$ cat config.mk
export PLATFORM = sky130hd
export DESIGN_NAME = coh_node_ctrl
export DESIGN_NICKNAME = d
export VERILOG_FILES = /design/src/rtl/coh_pkg.sv /design/src/rtl/coh_cpu_path.sv /design/src/rtl/coh_snoop_path.sv /design/src/rtl/coh_evict_path.sv /design/src/rtl/coh_node_ctrl.sv
export SDC_FILE = /design/constraint.sdc
export NUM_CORES = 1
export LEC_CHECK = 0
export ABC_AREA = 1
export BUFFER_PORTS_ARGS = -buffer_cell sky130_fd_sc_hd__buf_2
export CAP_MARGIN = 20
export CORE_MARGIN = 3
export CORE_UTILIZATION = 35
export DETAILED_ROUTE_END_ITERATION = 12
export PLACE_DENSITY = 0.64
export SYNTH_ARGS = -nofsm -noshare
export SYNTH_HDL_FRONTEND = slang
export SYNTH_HIERARCHICAL = 1
export SYNTH_SLANG_ARGS = --single-unit
$ cat constraint.sdc
create_clock -name clk_i -period 3.9 [get_ports clk_i]
set_input_delay 0 -clock clk_i [delete_from_list [all_inputs] [get_ports clk_i]]
set_output_delay 0 -clock clk_i [all_outputs]
set_load 0.03 [all_outputs]
$ cat src/rtl/coh_pkg.sv
package coh_pkg;
  localparam int unsigned ST_W  = 3;
  localparam int unsigned LVL_W = 2;

  typedef enum logic [ST_W-1:0] {
    ST_III = 3'd0,
    ST_IIS = 3'd1,
    ST_SIS = 3'd2,
    ST_MII = 3'd3,
    ST_IMI = 3'd4,
    ST_OIS = 3'd5,
    ST_IOS = 3'd6,
    ST_BAD = 3'd7
  } line_st_e;

  typedef enum logic [LVL_W-1:0] {
    LV_L1  = 2'd0,
    LV_PL2 = 2'd1,
    LV_SL2 = 2'd2,
    LV_RSV = 2'd3
  } evict_lvl_e;

  function automatic logic st_owner(line_st_e s);
    return (s == ST_MII) || (s == ST_OIS) || (s == ST_IMI) || (s == ST_IOS);
  endfunction
endpackage

$ cat src/rtl/coh_cpu_path.sv
module coh_cpu_path
  import coh_pkg::*;
(
  input  line_st_e st_i,
  input  logic     wr_i,
  output line_st_e nxt_o,
  output logic     bus_vld_o,
  output logic     bus_getx_o
);
  always_comb begin
    nxt_o      = st_i;
    bus_vld_o  = 1'b0;
    bus_getx_o = 1'b0;
    if (!wr_i) begin
      unique case (st_i)
        ST_III: begin
          bus_vld_o = 1'b1;
          nxt_o     = ST_SIS;
        end
        ST_IIS:  nxt_o = ST_SIS;
        ST_IOS:  nxt_o = ST_OIS;
        ST_IMI:  nxt_o = ST_MII;
        default: nxt_o = st_i;
      endcase
    end else begin
      unique case (st_i)
        ST_MII:  nxt_o = ST_MII;
        ST_IMI:  nxt_o = ST_MII;  // exclusive owner below, silent promote
        default: begin
          bus_vld_o  = 1'b1;
          bus_getx_o = 1'b1;
          nxt_o      = ST_MII;
        end
      endcase
    end
  end
endmodule

$ cat src/rtl/coh_snoop_path.sv
module coh_snoop_path
  import coh_pkg::*;
(
  input  line_st_e st_i,
  input  logic     getx_i,
  output line_st_e nxt_o,
  output logic     supply_o
);
  always_comb begin
    supply_o = st_owner(st_i);
    nxt_o    = st_i;
    if (getx_i) begin
      nxt_o = ST_III;
    end else begin
      unique case (st_i)
        ST_MII:  nxt_o = ST_OIS;
        ST_IMI:  nxt_o = ST_IOS;
        ST_III:  nxt_o = ST_IIS;
        default: nxt_o = st_i;
      endcase
    end
  end
endmodule

$ cat src/rtl/coh_evict_path.sv
module coh_evict_path
  import coh_pkg::*;
(
  input  line_st_e   st_i,
  input  evict_lvl_e lvl_i,
  output line_st_e   nxt_o,
  output logic       wb_o,
  output logic       bad_o
);
  always_comb begin
    nxt_o = st_i;
    wb_o  = 1'b0;
    bad_o = 1'b0;
    unique case (lvl_i)
      LV_L1: begin
        unique case (st_i)
          ST_MII:  nxt_o = ST_IMI;
          ST_OIS:  nxt_o = ST_IOS;
          ST_SIS:  nxt_o = ST_IIS;
          default: bad_o = 1'b1;
        endcase
      end
      LV_PL2: begin
        if ((st_i == ST_IMI) || (st_i == ST_IOS)) begin
          wb_o  = 1'b1;
          nxt_o = ST_III;
        end else begin
          bad_o = 1'b1;
        end
      end
      LV_SL2: begin
        if (st_i == ST_IIS) nxt_o = ST_III;
        else                bad_o = 1'b1;
      end
      default: bad_o = 1'b1;
    endcase
  end
endmodule

$ cat src/rtl/coh_node_ctrl.sv
module coh_node_ctrl
  import coh_pkg::*;
(
  input  logic             clk_i,
  input  logic             rst_ni,
  input  logic             cpu_vld_i,
  input  logic             cpu_wr_i,
  input  logic             snp_vld_i,
  input  logic             snp_getx_i,
  input  logic             evict_vld_i,
  input  logic [LVL_W-1:0] evict_lvl_i,
  output logic [ST_W-1:0]  state_o,
  output logic             bus_vld_o,
  output logic             bus_getx_o,
  output logic             supply_o,
  output logic             wb_o,
  output logic             err_o
);
  line_st_e   st_q, st_d;
  line_st_e   cpu_nxt, snp_nxt, ev_nxt;
  logic       cpu_bus, cpu_getx, snp_sup, ev_wb, ev_bad;
  logic       multi_ev, st_bad, any_ev;
  evict_lvl_e lvl;

  assign lvl = evict_lvl_e'(evict_lvl_i);

  coh_cpu_path u_cpu (
    .st_i      (st_q),
    .wr_i      (cpu_wr_i),
    .nxt_o     (cpu_nxt),
    .bus_vld_o (cpu_bus),
    .bus_getx_o(cpu_getx)
  );

  coh_snoop_path u_snp (
    .st_i    (st_q),
    .getx_i  (snp_getx_i),
    .nxt_o   (snp_nxt),
    .supply_o(snp_sup)
  );

  coh_evict_path u_ev (
    .st_i (st_q),
    .lvl_i(lvl),
    .nxt_o(ev_nxt),
    .wb_o (ev_wb),
    .bad_o(ev_bad)
  );

  assign multi_ev = ({1'b0, cpu_vld_i} + {1'b0, snp_vld_i} + {1'b0, evict_vld_i}) > 2'd1;
  assign st_bad   = (st_q == ST_BAD);
  assign any_ev   = cpu_vld_i | snp_vld_i | evict_vld_i;
  assign err_o    = multi_ev | st_bad | (evict_vld_i & ev_bad);

  assign bus_vld_o  = cpu_vld_i & cpu_bus & ~err_o;
  assign bus_getx_o = bus_vld_o & cpu_getx;
  assign supply_o   = snp_vld_i & snp_sup & ~err_o;
  assign wb_o       = evict_vld_i & ev_wb & ~err_o;

  always_comb begin
    st_d = st_q;
    if (any_ev && !err_o) begin
      if (cpu_vld_i)      st_d = cpu_nxt;
      else if (snp_vld_i) st_d = snp_nxt;
      else                st_d = ev_nxt;
    end
  end

  always_ff @(posedge clk_i or negedge rst_ni) begin
    if (!rst_ni) st_q <= ST_III;
    else         st_q <= st_d;
  end

  assign state_o = st_q;
endmodule


-- Word level (Yosys, flattened, before mapping)
Cells that the tools add are included.
Widths: inputs -> output; s select.
- eq/ne operators: 14
- reductions and logical operators: 13
- muxes and demuxes: 20
- magnitude comparators: 1
- bitwise gates (word level): 13
- add/subtract/negate cells: 2
- operator list (cell ; count):
    $pmux 3 s3 ; 4
    $mux 3 ; 6
    $eq 3x3->1 const B ; 4
    $mux 1 ; 9
    $and 1x1->1 ; 8
    $reduce_and 7->1 ; 1
    $eq 3x2->1 const B ; 2
    $ne 6x2->1 const B ; 1
    $ne 6x6->1 const B ; 1
    $ne 5x2->1 const B ; 1
    $reduce_bool 5->1 ; 1
    $logic_or 1x1->1 ; 4
    $ne 4x3->1 const B ; 1
    $ne 4x4->1 const B ; 1
    $or 1x1->1 ; 4
    $reduce_or 2->1 ; 2
    $eq 3x1->1 const B ; 1
    $logic_not 3->1 ; 1
    $pmux 1 s3 ; 1
    $reduce_or 3->1 ; 1
    $add 1x1->2 ; 1
    $add 2x1->2 ; 1
    $eq 2x1->1 const B ; 1
    $eq 2x2->1 const B ; 1
    5 further kinds ; 5
- output and inout port bits: 8
- bits of input ports: 9
- flip-flop bits (word level): 3
- word-level logic and storage cells: 64

-- Logic depth before layout (Yosys ltp)
- word-level depth: 9
- mapped depth: 12
- mapped depth without buffers: 12

-- Modules after synthesis
Netlist, hierarchy kept.
- modules (own cells, without submodules) (module ; instances ; sequential area each (sq um) ; area each (sq um) ; cells each):
    coh_node_ctrl ; 1 ; 75.1 ; 337.8 ; 58
    coh_evict_path ; 1 ; 0.0 ; 142.6 ; 35
    coh_snoop_path ; 1 ; 0.0 ; 70.1 ; 17
    coh_cpu_path ; 1 ; 0.0 ; 56.3 ; 12

-- Least setup slack after synthesis
Ideal clock, no wire load.
- path type: reg2out
- start: register st_q[2], in the netlist state_o[2]
- end: output port bus_vld_o
- data arrival time: 1.948 ns
- path buffers: 0
- cell stages (with the launch flop): 9
- setup slack: 1.952 ns
- path through: dfrtp_1 > nand3_1 > nand3_1 > nand2_1 > nand2_1 > inv_1 > nor2_4 > nand2_2 > nor2_1
- word-level cells in the longest chain between the ends: 8
- RTL lines (what ; RTL line ; RTL):
    start: declaration ; coh_node_ctrl.sv:19 ; line_st_e st_q, st_d;
    start signal: assignment ; coh_node_ctrl.sv:71 ; else st_q <= st_d;
    $eq 3x2->1, or another cell as far along ; coh_evict_path.sv:16 ; unique case (st_i)
    $reduce_or 3->1 (no line) or $logic_or 1x1->1 (tied branches) ; - ;
    $mux 1 (on tied branches) ; coh_evict_path.sv:16, coh_evict_path.sv:24 ;
    $pmux 1 s3 * ; coh_evict_path.sv:14 ; unique case (lvl_i)
    via ev_bad ; coh_node_ctrl.sv:21 ; logic cpu_bus, cpu_getx, snp_sup, ev_wb, ev_bad;
    $and 1x1->1 * ; coh_node_ctrl.sv:53 ; assign err_o = multi_ev | st_bad | (evict_vld_i & ev_bad);
    $or 1x1->1 * ; coh_node_ctrl.sv:53 ;
    via err_o ; coh_node_ctrl.sv:17 ; output logic err_o
    $not 1->1 * ; coh_node_ctrl.sv:55 ; assign bus_vld_o = cpu_vld_i & cpu_bus & ~err_o;
    $and 1x1->1 * ; coh_node_ctrl.sv:55 ;
    end: declaration ; coh_node_ctrl.sv:13 ; output logic bus_vld_o,
Mark *: on every way through the listed nets, which the timed path passes. The rest lies on a longest branch.

-- Worst setup path in the final report
- start: register st_q[2], in the netlist state_o[2]
- end: output port bus_getx_o
- word-level cells in the longest chain between the ends: 9
- RTL lines (what ; RTL line ; RTL):
    $eq 3x2->1, or another cell as far along ; coh_evict_path.sv:16 ;
    $reduce_or 3->1 (no line) or $logic_or 1x1->1 (tied branches) ; - ;
    $mux 1 (on tied branches) ; coh_evict_path.sv:16, coh_evict_path.sv:24 ;
    $pmux 1 s3 * ; coh_evict_path.sv:14 ;
    via ev_bad ; coh_node_ctrl.sv:21 ;
    $and 1x1->1 * ; coh_node_ctrl.sv:53 ;
    $or 1x1->1 * ; coh_node_ctrl.sv:53 ;
    $not 1->1 * ; coh_node_ctrl.sv:55 ;
    $and 1x1->1 * ; coh_node_ctrl.sv:55 ;
    $and 1x1->1 * ; coh_node_ctrl.sv:56 ; assign bus_getx_o = bus_vld_o & cpu_getx;
    end: declaration ; coh_node_ctrl.sv:14 ; output logic bus_getx_o,
Marked as above.

==> results.md <==
- Status: complete, no violations
- Highest-delay cell along the critical path: dfrtp_1
- Top-area cell type share of the netlist area: 31.55%
- Max frequency: 508.1 MHz
- Die W: 47.64 um
- Vias in the first global route: 645
- Crit end category: primary output
- Sum Neg Setup Slack: 0 ns
- Mapped cell area: 606.8 um2
- Number of flip-flops in the largest register: 3
- Share of layout cells above drive strength 1: 25.17%
- Max_slew headroom: 62.73%
- Post-DP Area: 706.9 um2
- Slew Limit Fails: 0
- Worst Path Required: 3.90 ns
- Syn-to-layout area delta: 22.47%
- Worst-margin pin slew: 0.5591 ns
- I/O pin count: 17
- Clock Sinks: 3
- Crit path time final: 1.968 ns
- Synth warn: 6
- Crit Path Category: reg -> out
- Delay-heaviest family, CP: simple AND/OR/NAND/NOR gates
- Ant diodes: 0
- DRT Pass-1 Iters: 4
- Netlist cell types: 15
- Drt initial violations: 10
- Crit path DAT: 1.97 ns
- Final instance count without filler cells: 159
- Hold-fix buffers, CTS: 1
- Worst R2R Path Depth: 9
- Clock tree buffer depth: 2
- Crit path depth: 9
- Antenna Violating Nets Remaining: 0
- Largest cells by area after synthesis: nand2_1 32%, dfrtp_1 12%, inv_1 12%, nand3_1 9.9%, nor2_1 8.0%
- Mapped Avg Cell Area: 4.974 um2
- Setup crit start kind: flip-flop
- Post-Syn Nets: 132
- H-tree Lvls: 1
- Slowest Stage Delay on Critical Path: 0.69 ns
- Largest net degree at the start of global routing: 18
- GPL Wtd Cong: 0.7714
- Setup Buffers After CTS: 0
- Total overflow reported by the global router: 0
- Die height: 47.64 um
- Non-Filler Cell Area, Final: 743.2 um2
- Worst Path Max Fanout: 16
- Initial antenna violation count: 0
- Vias: 769
- Via/cell ratio: 4.836
- Clk_skew: 0.006108 ns
- Clk root buf: clkbuf_4
- RSZ-0062 raised after global routing: false
- Routed WL per cell: 9.541 um
- Nets: 154
- Top cell type by total area after synthesis: nand2_1
- Worst setup margin: 1.932 ns
- Gr usage total: 15.13%
- Worst slack, placed: 2.160 ns
- CP Cell Sequence: nand3_1 -> nand3_1 -> nand2_1 -> nand2_1 -> inv_1 -> nor2_4 -> nand2_2 -> nor3_2 -> buf_2
- First-pass GRT wire length: 2484 um
- Core area: 1577 um2
- WP buf/inv: 2
- Post_cts resized: 0
- Post-synthesis cell count: 122
- Peak supply drop: 0.2114 mV
- Half-perimeter wire length after placement: 1225 um
- Register clock-pin slew on the reported worst setup and hold paths: 0.04 ns
- P per Cell Area: 569.1 nW/um2
- P_leak: 0.4520 nW
- Seq cells post-synth: 3
- TritonCTS Buffers: 3
- IO Port Bufs: 16
- Initial core utilization: 38.49%
- HP Class: in -> async
- Fillers: 188
- Die ar.: 2270 um2
- Total of max-cap violations: 0
- # rows: 14
- Seq/Total Area, Yosys: 12.37%
- Final Hold Viols: 0
- Wirelength, routed: 1517 um
- Skew-Pair Late Insertion Delay: 0.24 ns
- Final period utilization: 50.46%
- Final setup vio count: 0
- TritonCTS clock tree: done
- Dpl cells: 154
- Residual DRC count: 0
## cell usage after synthesis (all sizes together)
| library cell | number |
|---|---|
| inv | 22 |
| nor3 | 1 |
| nand2 | 56 |
| nand3 | 14 |
| nor2 | 18 |
| ha | 1 |
| a21oi | 4 |
| o21ai | 3 |
| dfrtp | 3 |
## cells by family (layout without fill, tap and decap cells)
kind of cell               Yosys count  in the layout  share of synthesized area, %
and+or+nand+nor                     89             89                         65.57
DFF                                  3              3                         12.37
AOI/OAI and AO/OA                    7              7                         6.392
buffers and inverters               22             43                         13.61
adders and majority gates            1              1                         2.062
## worst paths after layout
kind	from	to	slack (ns)
max in group asynchronous	rst_ni	state_o[2]	3.70
hold / removal	rst_ni	state_o[0]	0.08
setup / recovery	state_o[2]	bus_getx_o	1.93
hold reg to reg	state_o[0]	state_o[0]	0.77
setup reg to reg	state_o[2]	state_o[1]	2.23
min in group clk_i	cpu_vld_i	state_o[0]	0.16
## per-stage QoR
step	util [%]	hold slack (ns)	power (mW)
2_1_floorplan	-	-0.2956	0.2995
3_3_place_gp	44.84	-0.2053	0.3634
3_5_place_dp	44.84	-0.1983	0.3681
4_1_cts	47.14	0.08558	0.4270
5_1_grt	47.14	0.1080	0.4691
6_report	47.14	0.08458	0.4229
## cell type report
| cell class | count | area (um2) | share of cell area (%) |
|---|---|---|---|
| Timing Repair Buffer | 17 | 90.09 | 12.12 |
| Clock buffer | 4 | 26.28 | 3.535 |
| Multi-Input combinational cell | 97 | 449.2 | 60.44 |
| Sequential cell | 3 | 75.07 | 10.10 |
| Inverter | 22 | 82.58 | 11.11 |
| Tap cell | 16 | 20.02 | 2.694 |
## layer usage
layer,wire (um),up-vias,global-route usage [%]
met3,58,3,2.632
met4,17,0,6.452
met2,715,20,25.94
met1,725,334,18.49
li1,-,412,-
met5,0,-,0
## where the power goes
group | switching, mW | internal [mW] | leakage (nW) | total [mW]
Sequential | 0.0592 | 0.0430 | 0.0377 | 0.102
Clock | 0.0174 | 0.0384 | 0.0150 | 0.0558
Combinational | 0.172 | 0.0926 | 0.399 | 0.265
Total | 0.249 | 0.174 | 0.452 | 0.423
## layout by cell type, fill, tap and decap left out
| cell | count |
|---|---|
| nand3_2 | 2 |
| nor2_2 | 4 |
| nor2_4 | 1 |
| dlygate4sd3_1 | 1 |
| o21ai_0 | 2 |
| nor3_2 | 1 |
| a21oi_1 | 4 |
| clkbuf_1 | 1 |
| inv_2 | 3 |
| o21ai_2 | 1 |
| inv_1 | 19 |
| ha_1 | 1 |
| clkbuf_4 | 3 |
| nand2_2 | 5 |
| dfrtp_1 | 3 |
| nand2_1 | 51 |
| nand3_1 | 12 |
| buf_2 | 16 |
| nor2_1 | 13 |
(Power assumes the default switching activity.)
